## src/rtl/cfg_ldr_pkg.sv

```systemverilog
package cfg_ldr_pkg;
  typedef enum logic [2:0] {
    ST_IDLE, ST_PROG, ST_WINIT, ST_LOAD, ST_FLUSH
  } ldr_state_e;

  typedef enum logic [1:0] {
    ERR_NONE    = 2'd0,
    ERR_INIT    = 2'd1,
    ERR_TIMEOUT = 2'd2,
    ERR_ABORT   = 2'd3
  } ldr_err_e;

  localparam int unsigned BYTE_W    = 8;
  localparam logic [7:0]  FILL_BYTE = 8'hFF;
endpackage

```

## src/rtl/cfg_ldr_timer.sv

```systemverilog
module cfg_ldr_timer #(
  parameter int unsigned CNT_W = 16
) (
  input  logic             clk_i,
  input  logic             rst_ni,
  input  logic             clr_i,
  input  logic             en_i,
  input  logic [CNT_W-1:0] limit_i,
  output logic             expired_o
);
  logic [CNT_W-1:0] cnt_q;

  assign expired_o = en_i && (cnt_q >= limit_i);

  always_ff @(posedge clk_i or negedge rst_ni) begin
    if (!rst_ni)                   cnt_q <= '0;
    else if (clr_i)                cnt_q <= '0;
    else if (en_i && !expired_o)   cnt_q <= cnt_q + 1'b1;
  end
endmodule

```

## src/rtl/cfg_ldr_serializer.sv

```systemverilog
module cfg_ldr_serializer #(
  parameter int unsigned HALF_CYC = 2,
  parameter int unsigned DATA_W   = 8
) (
  input  logic              clk_i,
  input  logic              rst_ni,
  input  logic              flush_i,
  input  logic              load_i,
  input  logic [DATA_W-1:0] byte_i,
  output logic              active_o,
  output logic              sclk_o,
  output logic              sdat_o
);
  localparam int unsigned DIV_W = (HALF_CYC > 1) ? $clog2(HALF_CYC) : 1;
  localparam int unsigned BIT_W = (DATA_W > 1) ? $clog2(DATA_W) : 1;
  localparam logic [DIV_W-1:0] DIV_LAST = DIV_W'(HALF_CYC - 1);

  logic              active_q, phase_q;
  logic [DIV_W-1:0]  div_q;
  logic [BIT_W-1:0]  bit_q;
  logic [DATA_W-1:0] sh_q;

  // phase_q: 0 = clock low half, 1 = clock high half
  assign active_o = active_q;
  assign sclk_o   = !active_q || phase_q;
  assign sdat_o   = sh_q[DATA_W-1];

  always_ff @(posedge clk_i or negedge rst_ni) begin
    if (!rst_ni) begin
      active_q <= 1'b0;
      phase_q  <= 1'b0;
      div_q    <= '0;
      bit_q    <= '0;
      sh_q     <= '1;
    end else if (flush_i) begin
      active_q <= 1'b0;
    end else if (!active_q) begin
      if (load_i) begin
        active_q <= 1'b1;
        sh_q     <= byte_i;
        bit_q    <= BIT_W'(DATA_W - 1);
        phase_q  <= 1'b0;
        div_q    <= '0;
      end
    end else if (div_q == DIV_LAST) begin
      div_q <= '0;
      if (!phase_q) begin
        phase_q <= 1'b1;
      end else begin
        phase_q <= 1'b0;
        if (bit_q == '0) begin
          active_q <= 1'b0;
        end else begin
          // shift only between bits so data moves with the falling clock
          bit_q <= bit_q - 1'b1;
          sh_q  <= {sh_q[DATA_W-2:0], 1'b1};
        end
      end
    end else begin
      div_q <= div_q + 1'b1;
    end
  end
endmodule

```

## src/rtl/serial_cfg_loader.sv

```systemverilog
module serial_cfg_loader
  import cfg_ldr_pkg::*;
#(
  parameter int unsigned HALF_CYC      = 2,
  parameter int unsigned PROG_LOW_CYC  = 16,
  parameter int unsigned INIT_WAIT_CYC = 1000,
  parameter int unsigned DONE_WAIT_CYC = 100000
) (
  input  logic       clk_i,
  input  logic       rst_ni,
  input  logic       start_i,
  input  logic       abort_i,
  input  logic [7:0] data_i,
  input  logic       valid_i,
  input  logic       last_i,
  output logic       ready_o,
  output logic       cfg_prog_no,
  output logic       cfg_clk_o,
  output logic       cfg_dat_o,
  input  logic       cfg_init_i,
  input  logic       cfg_done_i,
  output logic       busy_o,
  output logic       success_o,
  output logic       error_o,
  output logic [1:0] err_code_o
);
  localparam int unsigned MAX_AB   = (PROG_LOW_CYC > INIT_WAIT_CYC) ? PROG_LOW_CYC : INIT_WAIT_CYC;
  localparam int unsigned MAX_WAIT = (MAX_AB > DONE_WAIT_CYC) ? MAX_AB : DONE_WAIT_CYC;
  localparam int unsigned TMR_W    = $clog2(MAX_WAIT + 1);

  ldr_state_e st_q, st_d;
  ldr_err_e   err_d, err_q;
  logic       fin_ok, fin_err, abort_hit;
  logic       ser_load, ser_flush, ser_active;
  logic [7:0] ser_byte;
  logic       tmr_en, tmr_exp;
  logic [TMR_W-1:0] tmr_limit;
  logic       hs;
  logic       prog_q, succ_q, errf_q;

  assign ready_o = (st_q == ST_LOAD) && !ser_active && cfg_init_i && !cfg_done_i;
  assign hs      = ready_o && valid_i;

  always_comb begin
    tmr_en    = 1'b1;
    tmr_limit = '0;
    unique case (st_q)
      ST_PROG:  tmr_limit = TMR_W'(PROG_LOW_CYC - 1);
      ST_WINIT: tmr_limit = TMR_W'(INIT_WAIT_CYC);
      ST_FLUSH: tmr_limit = TMR_W'(DONE_WAIT_CYC);
      default:  tmr_en    = 1'b0;
    endcase
  end

  cfg_ldr_timer #(.CNT_W(TMR_W)) u_timer (
    .clk_i     (clk_i),
    .rst_ni    (rst_ni),
    .clr_i     (st_d != st_q),
    .en_i      (tmr_en),
    .limit_i   (tmr_limit),
    .expired_o (tmr_exp)
  );

  always_comb begin
    st_d      = st_q;
    ser_load  = 1'b0;
    ser_byte  = data_i;
    fin_ok    = 1'b0;
    fin_err   = 1'b0;
    err_d     = ERR_NONE;
    abort_hit = 1'b0;
    unique case (st_q)
      ST_IDLE:  if (start_i) st_d = ST_PROG;
      ST_PROG:  if (tmr_exp) st_d = ST_WINIT;
      ST_WINIT: begin
        if (cfg_init_i) st_d = ST_LOAD;
        else if (tmr_exp) begin fin_err = 1'b1; err_d = ERR_TIMEOUT; end
      end
      ST_LOAD: begin
        if (!cfg_init_i) begin
          fin_err = 1'b1; err_d = ERR_INIT;
        end else if (!ser_active && cfg_done_i) begin
          st_d = ST_FLUSH;  // early done: leave rest of image unsent
        end else if (hs) begin
          ser_load = 1'b1;
          if (last_i) st_d = ST_FLUSH;
        end
      end
      ST_FLUSH: begin
        if (!cfg_init_i) begin
          fin_err = 1'b1; err_d = ERR_INIT;
        end else if (!ser_active && cfg_done_i) begin
          fin_ok = 1'b1;
        end else if (tmr_exp) begin
          fin_err = 1'b1; err_d = ERR_TIMEOUT;
        end else if (!ser_active) begin
          ser_load = 1'b1;
          ser_byte = FILL_BYTE;
        end
      end
      default: st_d = ST_IDLE;
    endcase
    if (abort_i && st_q != ST_IDLE) begin
      abort_hit = 1'b1;
      fin_ok    = 1'b0;
      fin_err   = 1'b1;
      err_d     = ERR_ABORT;
      ser_load  = 1'b0;
    end
    if (fin_ok || fin_err) st_d = ST_IDLE;
  end

  assign ser_flush = fin_ok || fin_err;

  cfg_ldr_serializer #(.HALF_CYC(HALF_CYC), .DATA_W(BYTE_W)) u_ser (
    .clk_i    (clk_i),
    .rst_ni   (rst_ni),
    .flush_i  (ser_flush),
    .load_i   (ser_load),
    .byte_i   (ser_byte),
    .active_o (ser_active),
    .sclk_o   (cfg_clk_o),
    .sdat_o   (cfg_dat_o)
  );

  always_ff @(posedge clk_i or negedge rst_ni) begin
    if (!rst_ni) begin
      st_q   <= ST_IDLE;
      prog_q <= 1'b1;
      succ_q <= 1'b0;
      errf_q <= 1'b0;
      err_q  <= ERR_NONE;
    end else begin
      st_q   <= st_d;
      prog_q <= !((st_d == ST_PROG) || abort_hit);
      if (st_q == ST_IDLE && start_i) begin
        succ_q <= 1'b0;
        errf_q <= 1'b0;
        err_q  <= ERR_NONE;
      end else if (fin_err) begin
        errf_q <= 1'b1;
        err_q  <= err_d;
      end else if (fin_ok) begin
        succ_q <= 1'b1;
      end
    end
  end

  assign cfg_prog_no = prog_q;
  assign busy_o      = (st_q != ST_IDLE);
  assign success_o   = succ_q;
  assign error_o     = errf_q;
  assign err_code_o  = err_q;
endmodule

```

## config.mk

```make
export PLATFORM = sky130hd
export DESIGN_NAME = serial_cfg_loader
export DESIGN_NICKNAME = d
export VERILOG_FILES = /design/src/rtl/cfg_ldr_pkg.sv /design/src/rtl/cfg_ldr_timer.sv /design/src/rtl/cfg_ldr_serializer.sv /design/src/rtl/serial_cfg_loader.sv
export SDC_FILE = /design/constraint.sdc
export NUM_CORES = 1
export LEC_CHECK = 0
export ABC_AREA = 1
export BUFFER_PORTS_ARGS = -buffer_cell sky130_fd_sc_hd__buf_2
export CAP_MARGIN = 20
export CORE_MARGIN = 5
export CORE_UTILIZATION = 45
export DETAILED_ROUTE_END_ITERATION = 6
export SETUP_SLACK_MARGIN = 0.1
export SLEW_MARGIN = 10
export SYNTH_ARGS = -nofsm -noshare
export SYNTH_HDL_FRONTEND = slang
export SYNTH_SLANG_ARGS = --single-unit
export TNS_END_PERCENT = 10
```

## constraint.sdc

```tcl
create_clock -name clk_i -period 4.7 [get_ports clk_i]
set_clock_uncertainty 0.2 [all_clocks]
set_input_delay 0.47 -clock clk_i [delete_from_list [all_inputs] [get_ports clk_i]]
set_output_delay 0.47 -clock clk_i [all_outputs]
set_load 0.03 [all_outputs]
```

==> impl_results.md <==
- Outcome: finished clean
- Overall Global Routing Usage: 16.8%
- Number of distinct library cell variants in the gate-level netlist after synthesis: 37
- Worst voltage drop across the vdd grid: 461 uV
- Number of remaining DRC errors: 0
- Gate count after technology mapping: 358
- Total wire length: 5720 microns
- Relative slew slack: 42.4%
- Aggregate negative setup slack: 0 ns
- Endpoint arrival time on the critical path: 3.59 ns
- Largest net degree at the start of global routing: 40
- Maximum operating frequency: 275 MHz
- Post-detailed-route count of antenna-violating nets: 0
- Core Area: 5920 sq um
- Most used cell along the critical path: nand2_1
- RSZ-0062 raised after global routing: false
- Number of enable flip-flop cells after synthesis: 0
- Top-area cell type share of the netlist area: 27.5%
- Clk sink count: 39
- # Post-CTS Setup Buffers: 0
- Number of diodes: 0
- Worst EP required: 4.66 ns
- Count of buffers from port buffering: 24
- Total of cells resized after clock tree synthesis: 0
- First DRT Iteration DRCs: 117
- Fraction of final layout cells with drive strength greater than 1: 21.3%
- Area of the mapped netlist: 2730 sq um
- Clk slew on worst S/H paths: 0.09 ns
- Sequential fraction of the synthesis area: 36.1%
- Initial antenna violation count: 0
- Commonest cells post-synth: nand2_1, inv_1, nor2_1
- Io pins: 25
- Chip height: 87.9 microns
- Sort of element at the end of the critical path: flop
- Flop and latch count out of synthesis: 39
- Leading area contributor after synthesis: dfrtp_1
- Power density of the placed cells: 499 nW/um^2
- Area Overhead vs Synth: 9.84%
- Post-detailed-placement half-perimeter wirelength: 4360 microns
- Remaining global-route overflow: 0
- CP Cell Sequence: nor3_2, inv_1, nand2_1, inv_1, ha_1, inv_1, nor2_1, nand3_1, nand3_1, nand2_1, nand2_1, nand2_1, nand2_2, nand3_2, nand3_4, nor2_8, nand2_2, nor2_1, nand3_1, nand2_1, o21ai_1
- Count of max-cap constraint violations: 0
- Iteration count of the initial detailed-routing pass: 4
- FILL cells: 589
- First-pass GRT wire length: 10,500 microns
- Synth Flop Type: dfrtp_1
- Maximum net fanout on the critical path: 22
- Initial core utilization: 46.2%
- Clock Tree Root: clkbuf_8
- Async set-reset flop share out of synthesis: 100%
- Core occupancy in the finished layout: 50.7%
- Worst Tran Pin Value: 0.863 ns
- Highest-delay cell along the critical path: nand3_1
- Via count of the first global-routing pass: 2,338
- Clock tree from TritonCTS: built
- Clock period minus worst slack: 3.64 ns
- Largest stage delay, worst path: 0.56 ns
- Class of the tightest hold or removal check: input port to async pin
- LEAKAGE: 1.54 nW
- Share of the cycle needed by the critical path after routing: 77.4%
- Source-to-sink clock delay at the later pin of the worst-skew pair: 0.29 ns
- Per-cell routed wire length: 12.4 microns
- Routed vias: 2,262
- Die ar.: 7730 sq um
- Final-report setup violation count: 0
- Die extent in x: 87.9 microns
- Fin. Hold Viols: 0
- Top post-synthesis cells by area: dfrtp_1, nand2_1, dfstp_2
- Library cell with the highest instance count after synthesis: nand2_1
- Final estimated routing congestion in global placement: 0.850
- Nets@finish: 415
- Number of nets in the synthesized netlist: 389
- Total of hold buffers inserted after clock tree synthesis: 0
- Average via count per standard cell: 4.92
- Kind of critical path: flop to flop
- CTS H-Tree Depth: 2
- Max Transition Viols Final: 0
- Syn avg cell area: 7.63 sq um
- Startpoint class of the critical path: flop
- Number of buffers inserted during clock tree synthesis: 5
- Core Rows: 28
- Yosys warning total: 0
- Number of buffers on the longest clock path: 2
-- cell type report --
| type | count | area [sq um] | share of cell area [%] |
|---|---|---|---|
| inverter | 58 | 218 | 7.25 |
| clock inverter | 3 | 23.8 | 0.792 |
| multi-input combinational | 256 | 1490 | 49.6 |
| tap | 75 | 93.8 | 3.13 |
| timing repair buffer | 24 | 120 | 4.00 |
| clock buffer | 5 | 68.8 | 2.29 |
| sequential | 39 | 987 | 32.9 |
-- state kept, by name, summed over array words and instances, names as in the netlist --
register	flops
u_timer.cnt_q	17
u_ser.sh_q	8
st_q	3
u_ser.bit_q	3
err_code_o	2
cfg_prog_no	1
error_o	1
success_o	1
u_ser.active_o	1
u_ser.div_q	1
u_ser.phase_q	1
-- through the flow --
stage | cells | hold slack (ns) | area [sq um] | setup slack (ns) | total power [W]
after floorplan | 358 | -0.0256 | 2730 | 1.80 | 0.00115
after global placement | 452 | 0.261 | 2910 | 1.18 | 0.00126
after detailed placement | 452 | 0.264 | 2910 | 1.06 | 0.00127
after global routing | 460 | 0.175 | 3000 | 0.514 | 0.00164
final | 460 | 0.0860 | 3000 | 1.06 | 0.00150
after CTS | 460 | 0.119 | 3000 | 1.04 | 0.00152
-- cell usage in the layout, fill, tap and decap left out, drive strengths merged, types with 7 or more instances in the layout --
cell type and count:
nor3 12, a21oi 8, nor2 57, ha 15
inv 58, nand3 21, dfstp 9, xor2 7
o21ai 28, buf 24, nand2 86, dfrtp 30
nand4 11
-- routing by layer --
layer / wire length [microns] / track usage, % / vias to the layer above / part of all wire, %
met3: 261 / 2.92 / 0 / 4.6
li1: - / - / 1200 / -
met5: 0 / 0 / - / 0
met1: 2830 / 24.0 / 1020 / 49
met4: 0 / 3.91 / 0 / 0
met2: 2630 / 26.7 / 42 / 46
-- worst max-delay path, delay by kind of cell, from the launching register on --
family	cells	cell delay, ns
AOI/OAI and AO/OA	1	0.09
DFF	1	0.48
and+or+nand+nor	16	2.19
buffers and inverters	3	0.24
adders and majority gates	1	0.29
-- path summary, 6_finish.rpt --
check / slack (ns) / startpoint / cells after the start / to
max: 1.06 / st_q[2]$_DFF_PN0_ / 21 / u_ser.bit_q[2]$_DFFE_PN0P_
min: 0.09 / rst_ni / 1 / st_q[1]$_DFF_PN0_
max reg2reg: 1.06 / st_q[2]$_DFF_PN0_ / 21 / u_ser.bit_q[2]$_DFFE_PN0P_
min reg2reg: 0.27 / u_ser.sh_q[7]$_DFFE_PN1P_ / 2 / u_ser.sh_q[7]$_DFFE_PN1P_
max in group asynchronous: 3.67 / rst_ni / 1 / u_timer.cnt_q[15]$_DFFE_PN0P_
min in group clk_i: 0.24 / data_i[0] / 3 / u_ser.sh_q[0]$_DFFE_PN1P_
-- cell families after synthesis --
kind of cell / after synthesis / synth area share [%]
buf+inv: 63 / 9.34
xor+xnor: 10 / 3.21
flops: 39 / 36.1
fa+ha+maj: 15 / 6.87
simple gates: 188 / 35.7
compound gates: 43 / 8.75
-- where the power goes --
part	switching (W)	internal (W)
combinational	0.000526	0.000222
sequential	0.0000606	0.000450
clock	0.000132	0.000106
total	0.000718	0.000778
Power figures use the tool's default switching activity.
